[src/rtl/dmc_pkg.sv]
package dmc_pkg;

    localparam int BYTE_W = 8;

    typedef logic [BYTE_W-1:0] byte_t;

    typedef enum logic [1:0] {
        ST_IDLE,
        ST_EVICT,
        ST_FILL,
        ST_FINISH
    } dmc_state_e;

    typedef struct packed {
        logic valid;
        logic dirty;
    } line_flags_t;

endpackage

[src/rtl/dmc_tag_array.sv]
module dmc_tag_array
    import dmc_pkg::*;
#(
    parameter int IDX_W = 6,
    parameter int TAG_W = 16
) (
    input  logic             clk,
    input  logic             rst,
    input  logic [IDX_W-1:0] look_idx,
    output line_flags_t      look_flags,
    output logic [TAG_W-1:0] look_tag,
    input  logic             fill_en,
    input  logic [IDX_W-1:0] fill_idx,
    input  logic [TAG_W-1:0] fill_tag,
    input  logic             mark_en,
    input  logic [IDX_W-1:0] mark_idx
);

    localparam int LINES = 1 << IDX_W;

    logic [LINES-1:0] valid_q;
    logic [LINES-1:0] dirty_q;
    logic [TAG_W-1:0] tag_q [LINES];

    always_ff @(posedge clk) begin
        if (rst) begin
            valid_q <= '0;
            dirty_q <= '0;
        end else begin
            if (fill_en) begin
                valid_q[fill_idx] <= 1'b1;
                dirty_q[fill_idx] <= 1'b0;
            end
            if (mark_en) begin
                dirty_q[mark_idx] <= 1'b1;
            end
        end
    end

    always_ff @(posedge clk) begin
        if (fill_en) begin
            tag_q[fill_idx] <= fill_tag;
        end
    end

    always_comb begin
        look_flags.valid = valid_q[look_idx];
        look_flags.dirty = dirty_q[look_idx];
        look_tag         = tag_q[look_idx];
    end

endmodule

[src/rtl/dmc_data_array.sv]
module dmc_data_array
    import dmc_pkg::*;
#(
    parameter int IDX_W = 6,
    parameter int OFF_W = 2
) (
    input  logic                   clk,
    input  logic                   wr_en,
    input  logic [IDX_W+OFF_W-1:0] wr_addr,
    input  byte_t                  wr_data,
    input  logic [IDX_W+OFF_W-1:0] rd_addr,
    output byte_t                  rd_data
);

    localparam int CELLS = 1 << (IDX_W + OFF_W);

    byte_t cell_q [CELLS];

    always_ff @(posedge clk) begin
        if (wr_en) begin
            cell_q[wr_addr] <= wr_data;
        end
    end

    assign rd_data = cell_q[rd_addr];

endmodule

[src/rtl/dmc_ctrl.sv]
module dmc_ctrl
    import dmc_pkg::*;
#(
    parameter int ADDR_W = 24,
    parameter int IDX_W  = 6,
    parameter int OFF_W  = 2
) (
    input  logic                   clk,
    input  logic                   rst,
    input  logic                   cpu_req,
    input  logic                   cpu_we,
    input  logic [ADDR_W-1:0]      cpu_addr,
    input  byte_t                  cpu_wdata,
    output logic                   cpu_ready,
    output byte_t                  cpu_rdata,
    output logic [IDX_W-1:0]       look_idx,
    input  line_flags_t            look_flags,
    input  logic [ADDR_W-IDX_W-OFF_W-1:0] look_tag,
    output logic                   fill_en,
    output logic [IDX_W-1:0]       fill_idx,
    output logic [ADDR_W-IDX_W-OFF_W-1:0] fill_tag,
    output logic                   mark_en,
    output logic [IDX_W-1:0]       mark_idx,
    output logic                   dwr_en,
    output logic [IDX_W+OFF_W-1:0] dwr_addr,
    output byte_t                  dwr_data,
    output logic [IDX_W+OFF_W-1:0] drd_addr,
    input  byte_t                  drd_data,
    output logic                   mem_req,
    output logic                   mem_we,
    output logic [ADDR_W-1:0]      mem_addr,
    output byte_t                  mem_wdata,
    input  logic                   mem_ack,
    input  byte_t                  mem_rdata,
    output logic                   idle_o
);

    localparam int TAG_W = ADDR_W - IDX_W - OFF_W;

    typedef struct packed {
        logic [TAG_W-1:0] tag;
        logic [IDX_W-1:0] idx;
        logic [OFF_W-1:0] off;
    } addr_fields_t;

    typedef struct packed {
        logic         we;
        addr_fields_t a;
        byte_t        wdata;
    } pending_t;

    dmc_state_e       state_q;
    pending_t         pend_q;
    logic [TAG_W-1:0] victim_tag_q;
    logic [OFF_W-1:0] beat_q;
    logic             ready_q;
    byte_t            rdata_q;

    addr_fields_t     cur;
    logic             in_idle;
    logic             hit;
    logic             last_beat;
    logic             take;

    assign cur       = addr_fields_t'(cpu_addr);
    assign in_idle   = (state_q == ST_IDLE);
    assign take      = in_idle && cpu_req;
    assign look_idx  = in_idle ? cur.idx : pend_q.a.idx;
    assign hit       = look_flags.valid && (look_tag == cur.tag);
    assign last_beat = &beat_q;

    // data array read address
    always_comb begin
        unique case (state_q)
            ST_IDLE:  drd_addr = {cur.idx, cur.off};
            ST_EVICT: drd_addr = {pend_q.a.idx, beat_q};
            default:  drd_addr = {pend_q.a.idx, pend_q.a.off};
        endcase
    end

    // data array write port: cpu hit, refill beat or merge of an allocated write
    always_comb begin
        dwr_en   = 1'b0;
        dwr_addr = {cur.idx, cur.off};
        dwr_data = cpu_wdata;
        if (take && hit && cpu_we) begin
            dwr_en = 1'b1;
        end else if (state_q == ST_FILL && mem_ack) begin
            dwr_en   = 1'b1;
            dwr_addr = {pend_q.a.idx, beat_q};
            dwr_data = mem_rdata;
        end else if (state_q == ST_FINISH && pend_q.we) begin
            dwr_en   = 1'b1;
            dwr_addr = {pend_q.a.idx, pend_q.a.off};
            dwr_data = pend_q.wdata;
        end
    end

    // tag and flag updates
    always_comb begin
        fill_en  = (state_q == ST_FILL) && mem_ack && last_beat;
        fill_idx = pend_q.a.idx;
        fill_tag = pend_q.a.tag;
        mark_en  = (take && hit && cpu_we) || (state_q == ST_FINISH && pend_q.we);
        mark_idx = in_idle ? cur.idx : pend_q.a.idx;
    end

    // memory port
    always_comb begin
        mem_req   = (state_q == ST_EVICT) || (state_q == ST_FILL);
        mem_we    = (state_q == ST_EVICT);
        mem_addr  = (state_q == ST_EVICT) ? {victim_tag_q, pend_q.a.idx, beat_q}
                                          : {pend_q.a.tag, pend_q.a.idx, beat_q};
        mem_wdata = drd_data;
    end

    always_ff @(posedge clk) begin
        if (rst) begin
            state_q      <= ST_IDLE;
            pend_q       <= '0;
            victim_tag_q <= '0;
            beat_q       <= '0;
            ready_q      <= 1'b0;
            rdata_q      <= '0;
        end else begin
            ready_q <= 1'b0;
            unique case (state_q)
                ST_IDLE: begin
                    if (cpu_req) begin
                        if (hit) begin
                            if (!cpu_we) begin
                                rdata_q <= drd_data;
                            end
                            ready_q <= 1'b1;
                        end else begin
                            pend_q.we    <= cpu_we;
                            pend_q.a     <= cur;
                            pend_q.wdata <= cpu_wdata;
                            victim_tag_q <= look_tag;
                            beat_q       <= '0;
                            state_q      <= (look_flags.valid && look_flags.dirty)
                                            ? ST_EVICT : ST_FILL;
                        end
                    end
                end
                ST_EVICT: begin
                    if (mem_ack) begin
                        beat_q <= beat_q + 1'b1;
                        if (last_beat) begin
                            state_q <= ST_FILL;
                        end
                    end
                end
                ST_FILL: begin
                    if (mem_ack) begin
                        beat_q <= beat_q + 1'b1;
                        if (last_beat) begin
                            state_q <= ST_FINISH;
                        end
                    end
                end
                ST_FINISH: begin
                    if (!pend_q.we) begin
                        rdata_q <= drd_data;
                    end
                    ready_q <= 1'b1;
                    state_q <= ST_IDLE;
                end
                default: state_q <= ST_IDLE;
            endcase
        end
    end

    assign cpu_ready = ready_q;
    assign cpu_rdata = rdata_q;
    assign idle_o    = in_idle;

endmodule

[src/rtl/dmc_top.sv]
module dmc_top
    import dmc_pkg::*;
#(
    parameter int ADDR_W = 24,
    parameter int IDX_W  = 6,
    parameter int OFF_W  = 2
) (
    input  logic              clk,
    input  logic              rst,
    input  logic              cpu_req,
    input  logic              cpu_we,
    input  logic [ADDR_W-1:0] cpu_addr,
    input  logic [7:0]        cpu_wdata,
    output logic              cpu_ready,
    output logic [7:0]        cpu_rdata,
    output logic              mem_req,
    output logic              mem_we,
    output logic [ADDR_W-1:0] mem_addr,
    output logic [7:0]        mem_wdata,
    input  logic              mem_ack,
    input  logic [7:0]        mem_rdata
);

    localparam int TAG_W = ADDR_W - IDX_W - OFF_W;

    logic [IDX_W-1:0]       look_idx;
    line_flags_t            look_flags;
    logic [TAG_W-1:0]       look_tag;
    logic                   fill_en;
    logic [IDX_W-1:0]       fill_idx;
    logic [TAG_W-1:0]       fill_tag;
    logic                   mark_en;
    logic [IDX_W-1:0]       mark_idx;
    logic                   dwr_en;
    logic [IDX_W+OFF_W-1:0] dwr_addr;
    byte_t                  dwr_data;
    logic [IDX_W+OFF_W-1:0] drd_addr;
    byte_t                  drd_data;
    logic                   ctrl_idle;

    dmc_tag_array #(.IDX_W(IDX_W), .TAG_W(TAG_W)) i_tags (
        .clk        (clk),
        .rst        (rst),
        .look_idx   (look_idx),
        .look_flags (look_flags),
        .look_tag   (look_tag),
        .fill_en    (fill_en),
        .fill_idx   (fill_idx),
        .fill_tag   (fill_tag),
        .mark_en    (mark_en),
        .mark_idx   (mark_idx)
    );

    dmc_data_array #(.IDX_W(IDX_W), .OFF_W(OFF_W)) i_data (
        .clk     (clk),
        .wr_en   (dwr_en),
        .wr_addr (dwr_addr),
        .wr_data (dwr_data),
        .rd_addr (drd_addr),
        .rd_data (drd_data)
    );

    dmc_ctrl #(.ADDR_W(ADDR_W), .IDX_W(IDX_W), .OFF_W(OFF_W)) i_ctrl (
        .clk        (clk),
        .rst        (rst),
        .cpu_req    (cpu_req),
        .cpu_we     (cpu_we),
        .cpu_addr   (cpu_addr),
        .cpu_wdata  (cpu_wdata),
        .cpu_ready  (cpu_ready),
        .cpu_rdata  (cpu_rdata),
        .look_idx   (look_idx),
        .look_flags (look_flags),
        .look_tag   (look_tag),
        .fill_en    (fill_en),
        .fill_idx   (fill_idx),
        .fill_tag   (fill_tag),
        .mark_en    (mark_en),
        .mark_idx   (mark_idx),
        .dwr_en     (dwr_en),
        .dwr_addr   (dwr_addr),
        .dwr_data   (dwr_data),
        .drd_addr   (drd_addr),
        .drd_data   (drd_data),
        .mem_req    (mem_req),
        .mem_we     (mem_we),
        .mem_addr   (mem_addr),
        .mem_wdata  (mem_wdata),
        .mem_ack    (mem_ack),
        .mem_rdata  (mem_rdata),
        .idle_o     (ctrl_idle)
    );

endmodule

[config.mk]
export PLATFORM = sky130hd
export DESIGN_NAME = dmc_top
export DESIGN_NICKNAME = d
export VERILOG_FILES = /design/src/rtl/dmc_pkg.sv /design/src/rtl/dmc_tag_array.sv /design/src/rtl/dmc_data_array.sv /design/src/rtl/dmc_ctrl.sv /design/src/rtl/dmc_top.sv
export SDC_FILE = /design/constraint.sdc
export NUM_CORES = 2
export LEC_CHECK = 0
export ABC_AREA = 1
export BUFFER_PORTS_ARGS = -buffer_cell sky130_fd_sc_hd__buf_2
export CELL_PAD_IN_SITES_DETAIL_PLACEMENT = 0
export CELL_PAD_IN_SITES_GLOBAL_PLACEMENT = 1
export CORE_ASPECT_RATIO = 0.6
export CORE_UTILIZATION = 49
export DETAILED_ROUTE_END_ITERATION = 6
export GPL_TIMING_DRIVEN = 0
export PLACE_DENSITY_LB_ADDON = 0.1
export SKIP_LAST_GASP = 1
export SLEW_MARGIN = 20
export SYNTH_ARGS = -nofsm -noshare
export SYNTH_HDL_FRONTEND = slang
export SYNTH_SLANG_ARGS = --single-unit
[constraint.sdc]
create_clock -name clk -period 21 [get_ports clk]
set_input_delay 3.15 -clock clk [delete_from_list [all_inputs] [get_ports clk]]
set_output_delay 3.15 -clock clk [all_outputs]
set_load 0.02 [all_outputs]
Word-level counts from Yosys, hierarchy flattened
Memory sizes are Yosys's and may differ from the RTL's.
Index checks and enable logic that the tools add are counted.
Word-level totals
  ROM bits: 0
  memories kept: 2
  input bits: 45
  bits in latches: 0
  bits in writable memories: 3072
  flip-flop bits (word level): 190
  word-level logic and storage cells: 106
Memory list
  i_data.cell_q: depth 256, width 8, read ports 1, clocked after Yosys merged registers in 0, write ports 1, RTL line dmc_data_array.sv:17  | byte_t cell_q [CELLS];
  i_tags.tag_q: depth 64, width 16, read ports 1, clocked after Yosys merged registers in 0, write ports 1, RTL line dmc_tag_array.sv:23  | logic [TAG_W-1:0] tag_q [LINES];
Operators by class
  multiply operators: 0
  $lt $le $gt $ge: 4
  equal/unequal tests: 14
  muxes and demuxes: 47
  shift operators: 0
  divide/modulo/power cells: 0
  bitwise operators: 5
  reductions and logical operators: 21
  add/sub/neg operators: 1
Operators with widths (count)
  $mux 64: 3
  $or 64x64->64: 2
  $mux 8: 10
  $and 64x64->64: 1
  $not 64->64: 1
  $pmux 8 s2: 2
  $mux 24: 1
  $mux 2: 10
  $eq 16x16->1: 1
  $lt 6x7->1 const B: 2
  $mux 1: 13
  $bmux 1 s6: 2
  $demux 1 s6: 2
  $ge 6x1->1 const B: 2
  $ne 2x2->1 const B: 6
  $logic_and 1x1->1: 10
  $ne 2x1->1 const B: 4
  $pmux 2 s4: 1
  $mux 6: 1
  $reduce_and 6->1: 1
  $reduce_and 5->1: 1
  $eq 2x2->1 const B: 2
  $pmux 2 s2: 1
  $reduce_and 4->1: 1
  10 further kinds: 12

Depth between registers and ports, before layout
  depth in word-level cells: 10
  gate-level depth with buffers: 32
  gate-level depth less buffers: 29

Modules after synthesis
Synthesis repeated with hierarchy kept, for this count alone.
Unflattened totals
  cells, all modules: 11991
  area total of the unflattened synthesis: 134915.6 um^2
Modules (own cells, without submodules)
  dmc_data_array: instances 1, sequential area each 61499.0 um^2, area an instance 83236.1 um^2, cells each 6995
  dmc_tag_array: instances 1, sequential area each 33311.9 um^2, area an instance 47524.3 um^2, cells each 4324
  dmc_ctrl: instances 1, sequential area each 1241.2 um^2, area an instance 4155.2 um^2, cells each 672

Least setup slack after synthesis
No wires, ideal clock.
  kind: input port to flip-flop
  from: in cpu_addr[2]
  to: mem i_data.cell_q[0][0] (netlist name), data pin
  setup slack: 11.721 ns
  arrival time: 8.457 ns
  required time: 20.178 ns
  path buffers: 4
  stages on the path: 25
  cell sequence: inv_1 > nand2_4 > nand2_4 > buf_4 > buf_2 > nand2_1 > nand3_1 > nand2_1 > o21ai_0 > nand2_1 > nor2_1 > nand2_1 > nand2_1 > nand2_1 > inv_1 > nand2_1 > nor2_1 > nand2_1 > nor2_2 > nand4_4 > buf_6 > buf_2 > inv_1 > nand2_1 > nand2_1
Between the ends
  longest elaborated chain between the ends: 7
  elaborated cells between the ends (all ways): 9
  classes of those cells: eq/ne (1); mux (4); reduce/logical (3); memory (1)
Ends and longest elaborated chain
  from (decl): RTL line dmc_top.sv:12  | input logic [ADDR_W-1:0] cpu_addr,
  $mux 6 *: RTL line dmc_ctrl.sv:68  | assign look_idx = in_idle ? cur.idx : pend_q.a.idx;
  $mem_v2 64x16 or $bmux 1 s6 (tied branches)
  $eq 16x16->1 or $mux 1 (tied branches): RTL line dmc_ctrl.sv:69, dmc_tag_array.sv:47
  $logic_and 1x1->1 *: RTL line dmc_ctrl.sv:69  | assign hit = look_flags.valid && (look_tag == cur.tag);
  $logic_and 1x1->1 * (2 in series): RTL line dmc_ctrl.sv:86  | if (take && hit && cpu_we) begin
  $mux 8 *: RTL line dmc_ctrl.sv:86
  named net dwr_data[0]: RTL line dmc_top.sv:36  | byte_t dwr_data;
  to (decl): RTL line dmc_data_array.sv:17
Mark *: on every way through the listed nets, which the timed path passes. The rest lies on a longest branch. The select of a mux whose other input is x is not followed.

Worst setup path after layout
  from: in cpu_addr[0]
  to: out mem_wdata[3]
Between the ends
  longest elaborated chain between the ends: 2
Ends and longest elaborated chain
  $pmux 8 s2: RTL line dmc_ctrl.sv:74  | unique case (state_q)
  $mem_v2 256x8
  to (decl): RTL line dmc_top.sv:19  | output logic [7:0] mem_wdata,
Every way passes these cells.

==> results.sh <==
export IMPL_cp_arrival_ps=9140
export IMPL_synth_compound_area_share_pct=10.2
export IMPL_power_mw=23.0
export IMPL_syn_inst=11300
export IMPL_dp_cells=15200
export IMPL_critPathMostFrequentCell="nand3_1"
export IMPL_post_place_ws_ps=9200
export IMPL_cts_setup_buffers=0
export IMPL_setup_violations=0
export IMPL_design_area_um2=154000
export IMPL_final_min_clock_period_ps=12290
export IMPL_max_cap_viol_count=0
export IMPL_critical_path_max_stage_delay_ps=1010
export IMPL_yosys_top_cells_area="edfxtp_1 68%, nand2_1 5.9%, o211ai_1 4.7%"
export IMPL_muxShareOfSynthArea_pct=0
export IMPL_synth_top_area_share_pct=68.4
export IMPL_cts_tree="built"
export IMPL_die_h_um=408
export IMPL_yosysMostFrequentCell="edfxtp_1"
export IMPL_ys_top_cells_by_count="3072 x edfxtp_1, 2116 x nand2_1, 1118 x nor2_1"
export IMPL_drc=2
export IMPL_finClkSkew_ps=48.5
export IMPL_portBuffers=86
export IMPL_tns_ps=0
export IMPL_cts_buffers=310
export IMPL_antenna_found_initial=42
export IMPL_fin_ws_ps=8710
export IMPL_syn_area_um2=135000
export IMPL_slowest_stage="clkbuf_1"
export IMPL_fin_nets=11900
export IMPL_critPathRequiredTime_ps=17850
export IMPL_clkTransAtPathRegs_ps=70
export IMPL_vdd_drop_max_mv=0.0838
export IMPL_synthAdderAreaFrac_pct=0.0556
export IMPL_initial_utilization_pct=49.5
export IMPL_worst_slew_pin_slew_ps=1340
export IMPL_slew_headroom_pct=10.7
export IMPL_yosysTopAreaCell="edfxtp_1"
export IMPL_hold_class="reg -> reg"
export IMPL_placed_cell_area_um2=144000
export IMPL_first_global_vias=89100
export IMPL_critPathKind="in -> out"
export IMPL_cts_resized=0
export IMPL_core_um2=272000
export IMPL_synthSimpleGateAreaFrac_pct=14.5
export IMPL_fin_util_pct=56.5
export IMPL_drv_slew=0
export IMPL_synthXorXnorAreaFrac_pct=0
export IMPL_fillers=22500
export IMPL_path_max_fanout=10
export IMPL_power_leakage_nw=52.3
export IMPL_synth_warnings=0
export IMPL_end_kind="primary output"
export IMPL_finalHoldWorstSlack_ps=458
export IMPL_rows=148
export IMPL_pwr_density_cell_nw_per_um2=149
export IMPL_drt_vias_per_instance=6.28
export IMPL_synth_seq_cells=3262
export IMPL_grt_use_total_pct=37.6
export IMPL_synth_distinct_cells=50
export IMPL_rsz0062_at_grt="false"
export IMPL_drive_above_1_share_pct=13.1
export IMPL_clock_sinks=3262
export IMPL_drtIter0Drc=16900
export IMPL_htreeDepth=5
export IMPL_ant_nets=0
export IMPL_grt_pass1_wl_um=719000
export IMPL_die_area_um2=278000
export IMPL_area_growth_pct=14.0
export IMPL_violations="DRC"
export IMPL_dr_pass1_iters=7
export IMPL_layoutNonFillerInstCount=15800
export IMPL_synth_main_ff_cell="edfxtp_1"
export IMPL_status="finished with violations"
export IMPL_period_share_pct=58.5
export IMPL_cts_hold_buf=0
export IMPL_avgRoutedWirePerCell_um=33.7
export IMPL_overflow=0
export IMPL_synth_seq_area_share_pct=71.2
export IMPL_async_flop_share_pct=0
export IMPL_place_gp_congestion=1.05
export IMPL_clk_latency_ps=930
export IMPL_synth_top_family_by_area="simple AND/OR/NAND/NOR gates"
export IMPL_cp_start_kind="input pin"
export IMPL_dp_hpwl_um=383000
export IMPL_pin_count=88
export IMPL_vias=99200
export IMPL_die_x_um=679
export IMPL_synth_nets=11400
export IMPL_hold_violations=0
export IMPL_grt_max_degree=66
export IMPL_syn_avg_cell_area_um2=11.9
export IMPL_synth_edf_count=3072
export IMPL_path_cells="buf_2 > inv_1 > o22ai_1 > a21oi_1 > inv_2 > clkbuf_1 > clkbuf_1 > clkbuf_1 > o211ai_1 > o211ai_1 > o211ai_1 > nand3_1 > nand3_1 > nand3_1 > nand3_1 > nand2_1 > buf_2"
export IMPL_wl_um=532000
export IMPL_clk_path_buf_depth=4
export IMPL_root_buffer="clkbuf_16"
export IMPL_clock_fmax_ghz=0.0814
state kept, by name, indices dropped and copies added (netlist names):
register             flops
i_ctrl.pend_q           11
i_ctrl.cpu_rdata         8
i_tags.tag_q          1024
i_ctrl.state_q           2
i_ctrl.beat_q            2
i_ctrl.victim_tag_q     16
i_ctrl.fill_idx          6
i_data.cell_q         2048
i_ctrl.fill_tag         16
i_tags.valid_q          64
i_ctrl.cpu_ready         1
i_tags.dirty_q          64
worst paths after layout:
check                          from               endpoint  slack [ps]  cells after the start
hold / removal     i_ctrl.pend_q[7]       i_ctrl.pend_q[7]         460                      2
setup / recovery        cpu_addr[0]           mem_wdata[3]        8710                     17
setup reg to reg  i_ctrl.state_q[0]  i_data.cell_q[166][4]       12940                     26
hold reg to reg    i_ctrl.pend_q[7]       i_ctrl.pend_q[7]         460                      2
worst max-delay path: cells and delay by family:
| kind | cells | cell delay [ps] |
|---|---|---|
| compound gates | 5 | 1010 |
| buf+inv | 7 | 3760 |
| simple gates | 5 | 1160 |
kinds of logic after synthesis:
group	count (synthesis)
AOI/OAI and AO/OA	2216
DFF	3262
buffers and inverters	1326
and+or+nand+nor	4506
adders and majority gates	6
power by group:
group | switching, mW | internal, mW
combinational | 7.50 | 2.20
sequential | 0.155 | 7.56
clock | 2.51 | 3.04
area by class of cell:
type	instances	area [µm²]	area share (%)
clock buffers	393	8340	5.42
well taps	3675	4600	2.99
multi-input cells	6728	34000	22.1
flip-flops and latches	3262	96100	62.5
clock inverters	142	1190	0.776
repair buffers	237	3990	2.59
diodes	16	40.0	0.0260
inverters	559	2100	1.37
plain buffers	767	3450	2.24
layout by cell type (no fill, tap or decap), types with 16 or more instances in the layout:
cell type,n
edfxtp_1,3072
nand2_1,2108
nor2_1,1043
o21ai_0,947
o211ai_1,842
nand3_1,629
inv_1,541
clkbuf_1,510
or2_2,453
clkbuf_16,320
buf_2,261
dfxtp_1,174
a21oi_1,168
o22ai_1,134
buf_16,79
nor2_4,77
nand4_1,69
buf_12,66
clkinv_1,63
clkbuf_2,55
o311ai_0,48
buf_4,46
clkinv_2,43
buf_1,35
nand3b_1,33
o21ai_1,30
nand2_2,19
bufinv_16,19
buf_6,18
nor2_2,18
diode_2,16
nand3_2,16
metal layers:
layer	wire (µm)	track usage (%)	part of all wire, %	up-vias
met3	100000	19.6	19	809
met5	902	0.911	0.17	-
li1	-	-	-	41600
met4	13900	9.04	2.6	26
met1	227000	58.4	43	49600
met2	190000	44.9	36	7205
Power figures use the tool's default switching activity.
